===== config.mk =====
export PLATFORM = sky130hd
export DESIGN_NAME = tpoll_ctrl
export DESIGN_NICKNAME = d
export VERILOG_FILES = /design/src/rtl/tpoll_pkg.sv /design/src/rtl/tpoll_sample.sv /design/src/rtl/tpoll_pair_cnt.sv /design/src/rtl/tpoll_ctrl.sv
export SDC_FILE = /design/constraint.sdc
export NUM_CORES = 1
export LEC_CHECK = 0
export BUFFER_PORTS_ARGS = -buffer_cell sky130_fd_sc_hd__buf_2
export CAP_MARGIN = 20
export CORE_MARGIN = 1.5
export CORE_UTILIZATION = 50
export DETAILED_ROUTE_END_ITERATION = 6
export HOLD_SLACK_MARGIN = 0.12
export PLACE_DENSITY = 0.76
export SLEW_MARGIN = 5
export SYNTH_ARGS = -nofsm -noshare
export SYNTH_HDL_FRONTEND = slang
export SYNTH_HIERARCHICAL = 1
export SYNTH_SLANG_ARGS = --single-unit
export TNS_END_PERCENT = 30

===== constraint.sdc =====
create_clock -name clk_i -period 4 [get_ports clk_i]
set_input_delay 0.4 -clock clk_i [delete_from_list [all_inputs] [get_ports clk_i]]
set_output_delay 0.4 -clock clk_i [all_outputs]
set_load 0.02 [all_outputs]

===== src/rtl/tpoll_pkg.sv =====
package tpoll_pkg;
  typedef enum logic [2:0] {
    ST_IDLE,
    ST_RD_A,
    ST_RD_B,
    ST_RC_A,
    ST_RC_B,
    ST_RSTW
  } tpoll_st_e;
endpackage


===== src/rtl/tpoll_sample.sv =====
module tpoll_sample (
  input  logic clk_i,
  input  logic rst_ni,
  input  logic clr_i,
  input  logic load_i,
  input  logic bit_i,
  output logic diff_o
);
  logic held_q;

  always_ff @(posedge clk_i or negedge rst_ni) begin
    if (!rst_ni)      held_q <= 1'b0;
    else if (clr_i)   held_q <= 1'b0;
    else if (load_i)  held_q <= bit_i;
  end

  assign diff_o = held_q ^ bit_i;
endmodule


===== src/rtl/tpoll_pair_cnt.sv =====
module tpoll_pair_cnt #(
  parameter int unsigned MAX_PAIRS = 1024
) (
  input  logic clk_i,
  input  logic rst_ni,
  input  logic clr_i,
  input  logic inc_i,
  output logic last_o
);
  localparam int unsigned CW = (MAX_PAIRS > 1) ? $clog2(MAX_PAIRS) : 1;

  generate
    if (MAX_PAIRS == 0) begin : g_off
      assign last_o = 1'b0;
    end else begin : g_on
      logic [CW-1:0] cnt_q;
      always_ff @(posedge clk_i or negedge rst_ni) begin
        if (!rst_ni)     cnt_q <= '0;
        else if (clr_i)  cnt_q <= '0;
        else if (inc_i)  cnt_q <= cnt_q + 1'b1;
      end
      assign last_o = (cnt_q == CW'(MAX_PAIRS - 1));
    end
  endgenerate
endmodule


===== src/rtl/tpoll_ctrl.sv =====
module tpoll_ctrl
  import tpoll_pkg::*;
#(
  parameter int unsigned DW        = 8,
  parameter int unsigned TOG_BIT   = 6,
  parameter int unsigned LIM_BIT   = 5,
  parameter int unsigned MAX_PAIRS = 1024,
  parameter logic [DW-1:0] RST_CMD = 8'hF0
) (
  input  logic          clk_i,
  input  logic          rst_ni,
  input  logic          start_i,
  input  logic          abort_i,
  output logic          rd_req_o,
  input  logic [DW-1:0] rd_data_i,
  input  logic          rd_valid_i,
  output logic          rst_wr_req_o,
  output logic [DW-1:0] rst_wr_data_o,
  input  logic          rst_wr_ack_i,
  output logic          busy_o,
  output logic          done_o,
  output logic          fail_o,
  output logic          host_tmo_o
);
  tpoll_st_e st_q, st_d;
  logic done_q, fail_q, tmo_q;
  logic rd_fire, tog, lim, diff, last, smp_load, smp_clr, cnt_inc, cnt_clr;
  logic go;

  assign rd_req_o      = (st_q == ST_RD_A) || (st_q == ST_RD_B) ||
                         (st_q == ST_RC_A) || (st_q == ST_RC_B);
  assign rst_wr_req_o  = (st_q == ST_RSTW);
  assign rst_wr_data_o = RST_CMD;
  assign busy_o        = (st_q != ST_IDLE);

  assign rd_fire  = rd_req_o && rd_valid_i && !abort_i;
  assign tog      = rd_data_i[TOG_BIT];
  assign lim      = rd_data_i[LIM_BIT];
  assign go       = (st_q == ST_IDLE) && start_i && !abort_i;
  assign smp_load = rd_fire && ((st_q == ST_RD_A) || (st_q == ST_RC_A));
  assign smp_clr  = abort_i || (st_q == ST_IDLE);
  assign cnt_inc  = rd_fire && (st_q == ST_RD_B) && diff && !lim;
  assign cnt_clr  = abort_i || go;

  tpoll_sample u_sample (
    .clk_i (clk_i),
    .rst_ni(rst_ni),
    .clr_i (smp_clr),
    .load_i(smp_load),
    .bit_i (tog),
    .diff_o(diff)
  );

  tpoll_pair_cnt #(.MAX_PAIRS(MAX_PAIRS)) u_cnt (
    .clk_i (clk_i),
    .rst_ni(rst_ni),
    .clr_i (cnt_clr),
    .inc_i (cnt_inc),
    .last_o(last)
  );

  always_comb begin
    st_d = st_q;
    unique case (st_q)
      ST_IDLE: if (go) st_d = ST_RD_A;
      ST_RD_A: if (rd_fire) st_d = ST_RD_B;
      ST_RD_B: if (rd_fire) begin
        if (!diff)     st_d = ST_IDLE;
        else if (lim)  st_d = ST_RC_A;
        else if (last) st_d = ST_IDLE;
        else           st_d = ST_RD_A;
      end
      ST_RC_A: if (rd_fire) st_d = ST_RC_B;
      ST_RC_B: if (rd_fire) st_d = diff ? ST_RSTW : ST_IDLE;
      ST_RSTW: if (rst_wr_ack_i) st_d = ST_IDLE;
      default: st_d = ST_IDLE;
    endcase
    if (abort_i) st_d = ST_IDLE;
  end

  always_ff @(posedge clk_i or negedge rst_ni) begin
    if (!rst_ni) begin
      st_q   <= ST_IDLE;
      done_q <= 1'b0;
      fail_q <= 1'b0;
      tmo_q  <= 1'b0;
    end else begin
      st_q <= st_d;
      if (abort_i || go) begin
        done_q <= 1'b0;
        fail_q <= 1'b0;
        tmo_q  <= 1'b0;
      end else begin
        if (rd_fire && !diff && ((st_q == ST_RD_B) || (st_q == ST_RC_B)))
          done_q <= 1'b1;
        if (rd_fire && (st_q == ST_RD_B) && diff && !lim && last)
          tmo_q <= 1'b1;
        if ((st_q == ST_RSTW) && rst_wr_ack_i)
          fail_q <= 1'b1;
      end
    end
  end

  assign done_o     = done_q;
  assign fail_o     = fail_q;
  assign host_tmo_o = tmo_q;
endmodule


==> metrics.md, run 1 <==
| Metric | Value |
|---|---|
| ANT nets after route | `0` |
| Met2 Usage GRT | `30.59%` |
| Arrival @ worst endpoint | `2.29 ns` |
| CP cell instances | `xor2_1, and3b_1, and3_1, nand3_1, or4_1, a21oi_1` |
| Clock latency on the worst-skew pair | `0.29 ns` |
| Slowest library cell on the worst path | `or4_1` |
| DP Wirelength | `1381 um` |
| Syn. warnings | `6` |
| Kind of critical path | `reg -> reg` |
| Die width | `48.77 um` |
| Commonest non-fill, non-tap cell in the layout | `dfrtp_1` |
| Layout cells sized above 1 | `17.32%` |
| H-Tree Depth | `1` |
| Pin count of the biggest net entering global routing | `18` |
| Startpoint Class | `flop` |
| Max clock buf depth | `2` |
| Clock skew | `0.001341 ns` |
| Clk pin slew, worst setup/hold paths | `0.10 ns` |
| Drt drc | `0` |
| Critical path fanouts, max | `7` |
| Tightest Hold Check Type | `in -> reg` |
| Period minus WS final | `2.078 ns` |
| Post-synthesis cell type count | `39` |
| Site Rows | `16` |
| Pre-antenna DRT Iters | `4` |
| CTS Buf Count | `3` |
| Req. time, crit path | `4.22 ns` |
| Overall global routing resource usage | `17.97%` |
| Setup TNS | `0 ns` |
| Gp weighted congestion | `0.8133` |
| Number of synthesized flops with an enable pin | `0` |
| Met1 usage | `22.80%` |
| Setup Buffers After CTS | `0` |
| Critical path's top delay family | `simple AND/OR/NAND/NOR gates` |
| Port-buffer cells | `13` |
| Core box area | `1962 um2` |
| Antenna violations before repair | `0` |
| Total number of vias | `833` |
| Area Overhead vs Synth | `5.973%` |
| Ports | `28` |
| Max Fclk | `0.4812 GHz` |
| Root buffer cell | `clkbuf_4` |
| First-pass GRT wire length | `3367 um` |
| Mapped cell area | `1047 um2` |
| Status | `complete, no violations` |
| Max cap viols | `0` |
| TritonCTS clock tree | `built` |
| DR WL/cell | `12.61 um` |
| Hold WS | `0.3427 ns` |
| Diodes inserted | `0` |
| Die Height | `48.77 um` |
| Peak supply drop | `0.2177 mV` |
| Hold Vio Cnt, Final | `0` |
| CP startpoint | `u_sample/held_q` |
| Sequential fraction of the synthesis area | `40.62%` |
| 1st-iter DRT viols | `20` |
| Setup-failing EPs final | `0` |
| Post-synth top flop | `dfrtp_1` |
| P_leak | `0.4983 nW` |
| Fin. max-slew vios | `0` |
| Clock net sink count | `17` |
| M3 GR Usage | `2.778%` |
| Initial Util | `53.38%` |
| Yosys reg bits | `17` |
| Syn_area_per_cell | `9.028 um2` |
| Worst R2R Start | `u_sample/held_q` |
| Vias per cell | `5.409` |
| Remaining Overflow, GRT | `0` |
| Net count reported at finish | `143` |
| Number of global-route vias before repair | `788` |
| Top Usage Layer GRT | `met2` |
| RSZ-0062 raised after global routing | `false` |
| Period Utilization, post-route | `51.95%` |
| Final WL | `1942 um` |
| Slowest Stage Delay on Critical Path | `0.42 ns` |
| Pwr Density | `361.7 nW/um2` |
| Worst Setup End Kind | `flop` |
| Worst Hold Launch | `abort_i` |
| Cell count after synthesis | `116` |
| Die ar. | `2378 um2` |
| Asr flop ratio synth | `100.0%` |
| Crit path buf inv count | `0` |
| Most frequent cells in the layout | `dfrtp_1, nor2_1, buf_2, a21oi_1, conb_1` |
==> kinds of logic after synthesis <==
logic type / after synthesis / synth area share [%]
AO/OA/AOI/OAI: 25 / 16.25
XOR/XNOR: 7 / 5.854
flip-flops: 17 / 40.62
other: 2 / 0.7171
adder cells (fa/ha/maj): 1 / 1.195
AND/OR/NAND/NOR: 45 / 22.82
buffers and inverters: 17 / 10.63
multiplexers: 2 / 1.912
==> final cells by class <==
type	count	area, um2
Timing Repair Buffer	14	75.07
Inverter	4	15.01
Clock buffer	3	22.52
Sequential cell	17	425.4
Clock inverter	1	5.005
Tap cell	27	33.78
Multi-Input combinational cell	88	533.0
Fill cell	195	852.1
==> where the power goes <==
group	internal, mW	switching, mW	total [mW]	leakage (nW)
clock network	0.0371	0.0556	0.0927	0.0177
registers	0.179	0.0190	0.198	0.236
logic	0.0402	0.0709	0.111	0.244
total	0.256	0.146	0.401	0.498
==> state kept, by name, indices dropped and copies added, names as in the netlist <==
signal            cells
host_tmo_o            1
u_sample/held_q       1
fail_o                1
u_cnt/g_on.cnt_q     10
done_o                1
st_q                  3
==> Yosys cell counts (3+ instances only) <==
cell type / count / area (um2)
nand3_1: 4 / 20.02
xor2_1: 5 / 43.79
inv_1: 4 / 15.01
a21oi_1: 9 / 45.04
buf_4: 8 / 60.06
nand2_1: 6 / 22.52
or3_1: 4 / 25.02
nor2_1: 14 / 52.55
o21ai_0: 5 / 25.02
nor3_1: 3 / 15.01
dfrtp_1: 17 / 425.4
==> repair_timing <==
item,4_1_cts,5_1_grt
hold buffers,1,0
endpoints found under the hold margin,17,0
resized for setup,0,0
==> metal layers <==
metal	up-vias	routed length, um
met5	-	0
met4	0	14
met3	2	65
met2	17	964
met1	399	897
li1	415	-
==> per-stage QoR <==
stage / setup slack, ns / util (%) / power (mW) / cell area (um2) / cells
floorplan: 2.114 / - / 0.2966 / 1070 / 122
global placement: 1.830 / 54.66 / 0.3072 / 1072 / 149
detailed placement: 1.816 / 54.66 / 0.3109 / 1072 / 149
CTS: 1.912 / 56.57 / 0.4084 / 1110 / 154
global route: 1.761 / 56.57 / 0.4263 / 1110 / 154
finish: 1.922 / 56.57 / 0.4014 / 1110 / 154
==> worst paths after layout <==
kind | to | slack, ns | cells past startpoint
max in group asynchronous | u_cnt/g_on.cnt_q[8] | 3.17 | 2
max reg2reg | u_cnt/g_on.cnt_q[8] | 1.92 | 6
min reg2reg | fail_o | 0.51 | 2
min | st_q[2] | 0.34 | 2
min in group asynchronous | u_sample/held_q | 0.55 | 2
max | u_cnt/g_on.cnt_q[8] | 1.92 | 6
Note: power is estimated with default switching activity, not from simulation.
==> run 2, diff against run 1 <==
==> constraint.sdc (replaced) <==
create_clock -name clk_i -period 2 [get_ports clk_i]
set_input_delay 0.2 -clock clk_i [delete_from_list [all_inputs] [get_ports clk_i]]
set_output_delay 0.2 -clock clk_i [all_outputs]
set_load 0.02 [all_outputs]
==> metrics.md, run 2 (synthesis gave the netlist of run 1 again) <==
| Metric | Value |
|---|---|
| Area Overhead vs Synth | `9.439%` |
| Period Utilization, post-route | `90.57%` |
| Worst Setup End Kind | `flop` |
| Req. time, crit path | `2.22 ns` |
| Setup Buffers After CTS | `0` |
| Critical path fanouts, max | `8` |
| Largest registers | `u_cnt/g_on.cnt_q (10), st_q (3)` |
| Period minus WS final | `1.811 ns` |
| P_leak | `0.5209 nW` |
| Fin. max-slew vios | `0` |
| Total number of vias | `856` |
| Hold Vio Cnt, Final | `0` |
| Slowest library cell on the worst path | `dfrtp_1` |
| Place WS | `0.2102 ns` |
| Port-buffer cells | `13` |
| RSZ-0062 raised after global routing | `false` |
| Clock latency on the worst-skew pair | `0.29 ns` |
| Gp weighted congestion | `0.8543` |
| Startpoint Class | `flop` |
| Max reg flops | `10` |
| Post-DP Area | `1110 um2` |
| Overall global routing resource usage | `17.62%` |
| Die Height | `48.77 um` |
| Ports | `28` |
| Initial Util | `53.38%` |
| Remaining Overflow, GRT | `0` |
| Multi-input gate area | `533.0 um2` |
| Die ar. | `2378 um2` |
| Root buffer cell | `clkbuf_4` |
| Arrival @ worst endpoint | `2.03 ns` |
| Reg with most FFs | `u_cnt/g_on.cnt_q` |
| CTS Buf Count | `3` |
| Site Rows | `16` |
| Number of global-route vias before repair | `761` |
| Final instance area | `1146 um2` |
| Core box area | `1962 um2` |
| Setup-failing EPs final | `0` |
| Slowest Stage Delay on Critical Path | `0.47 ns` |
| Post-CTS Resized | `0` |
| Clk pin slew, worst setup/hold paths | `0.10 ns` |
| Vias per cell | `5.384` |
| Switching share of power | `34.79%` |
| Commonest non-fill, non-tap cell in the layout | `dfrtp_1` |
| Tightest Hold Check Type | `in -> reg` |
| Most frequent cells in the layout | `dfrtp_1, nor2_1, buf_2, a21oi_1, conb_1` |
| Pwr Density | `711.5 nW/um2` |
| Status | `complete, no violations` |
| Max cap viols | `0` |
| Clk network pwr share | `22.3%` |
| Net count reported at finish | `148` |
| Fillers | `182` |
| Clock net sink count | `17` |
| H-Tree Depth | `1` |
| First-pass GRT wire length | `3215 um` |
| Drt drc | `0` |
| Psw | `283.7 uW` |
| Pin count of the biggest net entering global routing | `18` |
| Flop pwr share | `47.5%` |
| 1st-iter DRT viols | `18` |
| Comb pwr share | `30.2%` |
| DP Wirelength | `1421 um` |
| TritonCTS clock tree | `built` |
| Diodes inserted | `0` |
| DR WL/cell | `12.16 um` |
| Post-layout worst setup margin | `0.1885 ns` |
| ANT nets after route | `0` |
| Crit path buf inv count | `0` |
| CP cell instances | `and2b_1, and3_1, o2111ai_4, or4_1, a21oi_1` |
| Layout cells sized above 1 | `19.70%` |
| Tot Pwr | `815.5 uW` |
| Antenna violations before repair | `0` |
| Peak supply drop | `0.4306 mV` |
| Kind of critical path | `reg -> reg` |
| Hold WS | `0.1551 ns` |
| FF+latch area | `425.4 um2` |
| Max clock buf depth | `2` |
| Setup TNS | `0 ns` |
| Max Fclk | `0.5520 GHz` |
| Die width | `48.77 um` |
| Critical path's top delay family | `simple AND/OR/NAND/NOR gates` |
| Final WL | `1933 um` |
| Clock skew | `0.005204 ns` |
| Pre-antenna DRT Iters | `4` |
| Power Internal | `531.8 uW` |
-- run 2: changes by cell type in the layout (fill, tap and decap cells not counted) --
| cell | delta |
|---|---|
| buf_4 | +5 |
| clkbuf_1 | +1 |
| clkinv_2 | -1 |
-- run 2: final timing paths --
path	from	end	slack, ns	cells after the start
min reg2reg	fail_o	fail_o	0.49	2
max in group asynchronous	rst_ni	u_cnt/g_on.cnt_q[3]	1.36	2
min	abort_i	st_q[2]	0.16	2
min in group asynchronous	rst_ni	st_q[1]	0.35	2
max reg2reg	st_q[0]	u_cnt/g_on.cnt_q[9]	0.19	5
max	st_q[0]	u_cnt/g_on.cnt_q[9]	0.19	5
-- run 2: per-layer routing --
metal | vias to the layer above | routed length, um | share of wire [%] | track usage (%)
li1 | 423 | - | - | -
met1 | 404 | 875 | 45 | 20.77
met2 | 24 | 928 | 48 | 30.14
met3 | 5 | 88 | 4.6 | 4.012
met4 | 0 | 41 | 2.1 | 8.571
met5 | - | 0 | 0 | 0
-- run 2: stage by stage --
stage | util [%] | std cells
CTS | 58.42 | 159
floorplan | - | 122
global placement | 56.57 | 154
global route | 58.42 | 159
finish | 58.42 | 159
detailed placement | 56.57 | 154
-- run 2: final cells by class --
class	count	area share, %
clock buffers	4	2.293
inverters	4	1.310
well taps	27	2.948
repair buffers	19	9.825
flip-flops and latches	17	37.12
multi-input cells	88	46.51
-- run 2: worst register-to-register path: cells and delay by family, from the launching register on --
kind | cells | cell delay (ns)
and+or+nand+nor | 3 | 0.96
DFF | 1 | 0.47
AOI/OAI and AO/OA | 2 | 0.32
-- run 2: power by group through the flow --
stage | sequential [mW] | combinational, mW | clock [mW]
floorplan | 0.372 | 0.221 | 0
global route | 0.391 | 0.268 | 0.208
global placement | 0.394 | 0.240 | 0
CTS | 0.388 | 0.248 | 0.186
detailed placement | 0.395 | 0.246 | 0
finish | 0.387 | 0.247 | 0.181
-- run 2: repair_timing --
action,CTS,global route
setup endpoints to repair,0,0
hold buffers,1,0
endpoints found under the hold margin,17,0
==> run 3, diff against run 2 <==
--- a/config.mk
+++ b/config.mk
@@ -8,10 +8,9 @@
 export BUFFER_PORTS_ARGS = -buffer_cell sky130_fd_sc_hd__buf_2
 export CAP_MARGIN = 20
 export CORE_MARGIN = 1.5
-export CORE_UTILIZATION = 50
+export CORE_UTILIZATION = 30
 export DETAILED_ROUTE_END_ITERATION = 6
 export HOLD_SLACK_MARGIN = 0.12
-export PLACE_DENSITY = 0.76
 export SLEW_MARGIN = 5
 export SYNTH_ARGS = -nofsm -noshare
 export SYNTH_HDL_FRONTEND = slang
==> metrics.md, run 3 (synthesis gave the netlist of run 1 again) <==
| Metric | Value |
|---|---|
| Pre-antenna DRT Iters | `5` |
| Worst Hold Launch | `abort_i` |
| Drt drc | `0` |
| Critical path fanouts, max | `7` |
| Max Fclk | `0.5472 GHz` |
| Crit path buf inv count | `0` |
| 1st-iter DRT viols | `67` |
| Max cap viols | `0` |
| Layout cells sized above 1 | `21.05%` |
| Reg with most FFs | `u_cnt/g_on.cnt_q` |
| CP cell instances | `xor2_1, and3b_1, and3_2, o2111ai_4, or4_1, a21oi_1` |
| Req. time, crit path | `2.21 ns` |
| Overall global routing resource usage | `12.28%` |
| Die ar. | `3855 um2` |
| Placed Instances | `174` |
| First-pass GRT wire length | `3450 um` |
| Clock latency on the worst-skew pair | `0.28 ns` |
| Fin. max-slew vios | `0` |
| Worst R2R Start | `u_sample/held_q` |
| Max reg flops | `10` |
| Final WL | `2058 um` |
| Setup slack, reg-to-reg | `0.17 ns` |
| Site Rows | `21` |
| Largest registers | `u_cnt/g_on.cnt_q (10), st_q (3)` |
| Clock net sink count | `17` |
| RSZ-0062 raised after global routing | `false` |
| Remaining Overflow, GRT | `0` |
| Area Overhead vs Synth | `12.54%` |
| Clock skew | `0.0009545 ns` |
| Antenna violations before repair | `0` |
| Worst Setup End Kind | `flop` |
| Hold EP | `st_q[2]` |
| Reg2Reg Depth | `6` |
| Critical path's top delay family | `simple AND/OR/NAND/NOR gates` |
| Max clock buf depth | `2` |
| Number of global-route vias before repair | `869` |
| Diodes inserted | `0` |
| Pwr Density | `693.2 nW/um2` |
| Period Utilization, post-route | `91.38%` |
| Slowest library cell on the worst path | `or4_1` |
| Kind of critical path | `reg -> reg` |
| Setup TNS | `0 ns` |
| Die width | `62.09 um` |
| Pin count of the biggest net entering global routing | `18` |
| DR WL met3 | `111 um` |
| Tightest Hold Check Type | `in -> reg` |
| R2R Path End | `u_cnt/g_on.cnt_q[9]` |
| Period minus WS final | `1.828 ns` |
| DR WL/cell | `11.50 um` |
| Port-buffer cells | `13` |
| Vias per cell | `4.877` |
| Most frequent cells in the layout | `dfrtp_1, nor2_1, buf_2, a21oi_1, conb_1` |
| Hold depth | `2` |
| Hold Vio Cnt, Final | `0` |
| DP Wirelength | `1574 um` |
| Non-filler cells, final | `179` |
| Arrival @ worst endpoint | `2.04 ns` |
| Die Height | `62.09 um` |
| Core box area | `3337 um2` |
| Status | `complete, no violations` |
| ANT nets after route | `0` |
| M1 wire length | `842 um` |
| DR WL met2 | `1088 um` |
| Peak supply drop | `0.1948 mV` |
| Tot Pwr | `817.0 uW` |
| Root buffer cell | `clkbuf_4` |
| Ports | `28` |
| Hold WS | `0.1597 ns` |
| Fillers | `352` |
| Startpoint Class | `flop` |
| Clk pin slew, worst setup/hold paths | `0.09 ns` |
| CTS Buf Count | `3` |
| Total number of vias | `873` |
| Setup-failing EPs final | `0` |
| Initial Util | `31.38%` |
| H-Tree Depth | `1` |
| Net count reported at finish | `149` |
| Highest layer used for signal routing | `met4` |
| TritonCTS clock tree | `built` |
| P_leak | `0.5252 nW` |
| Final Util | `35.32%` |
| Slowest Stage Delay on Critical Path | `0.43 ns` |
| Gp weighted congestion | `0.7489` |
| Commonest non-fill, non-tap cell in the layout | `dfrtp_1` |
-- run 3: area by class of cell --
cell class | instances | area, um2 | area share, %
Clock buffer | 4 | 26.28 | 2.229
Inverter | 4 | 15.01 | 1.274
Timing Repair Buffer | 20 | 120.1 | 10.19
Tap cell | 46 | 57.56 | 4.883
Multi-Input combinational cell | 88 | 534.3 | 45.33
Sequential cell | 17 | 425.4 | 36.09
-- run 3: repair_timing --
action                                  4_1_cts  5_1_grt
hold buffers                                  1        0
endpoints found under the setup margin        0        1
endpoints found under the hold margin        17        0
setup buffers                                 0        0
resized for setup                             0        1
-- run 3: per-layer routing --
layer	track usage, %	up-vias
met2	24.11	29
met1	12.12	419
met5	0	-
met4	5.471	0
li1	-	423
met3	2.484	2
-- run 3: per-stage QoR --
stage	setup WS (ns)	instance area, um2
6_report	0.1725	1179
5_1_grt	0.02571	1179
4_1_cts	0.1093	1177
3_5_place_dp	0.1415	1141
3_3_place_gp	0.1814	1141
2_1_floorplan	0.1514	1070
-- run 3: worst max-delay path by stage --
stage	start	end	slack, ns	cells past startpoint
after CTS	u_sample/held_q	u_cnt/g_on.cnt_q[8]	0.11	6
after floorplan	u_sample/held_q	u_cnt/g_on.cnt_q[9]	0.15	7
after global placement	u_sample/held_q	u_cnt/g_on.cnt_q[9]	0.18	6
after detailed placement	u_sample/held_q	u_cnt/g_on.cnt_q[9]	0.14	6
after global routing	u_sample/held_q	u_cnt/g_on.cnt_q[8]	0.03	6
final	u_sample/held_q	u_cnt/g_on.cnt_q[9]	0.17	6
-- run 3: worst reg2reg max path: cells and delay by family, from the launching register on --
family	cells	cell delay, ns
AOI/OAI and AO/OA	2	0.32
xor gates and xnor gates	1	0.19
DFF	1	0.40
and+or+nand+nor	3	0.84
-- run 3: where the power goes --
part           switching, mW  internal (mW)  leakage, nW
clock network          0.102         0.0773       0.0150
registers             0.0238          0.357        0.236
logic                  0.158         0.0990        0.274
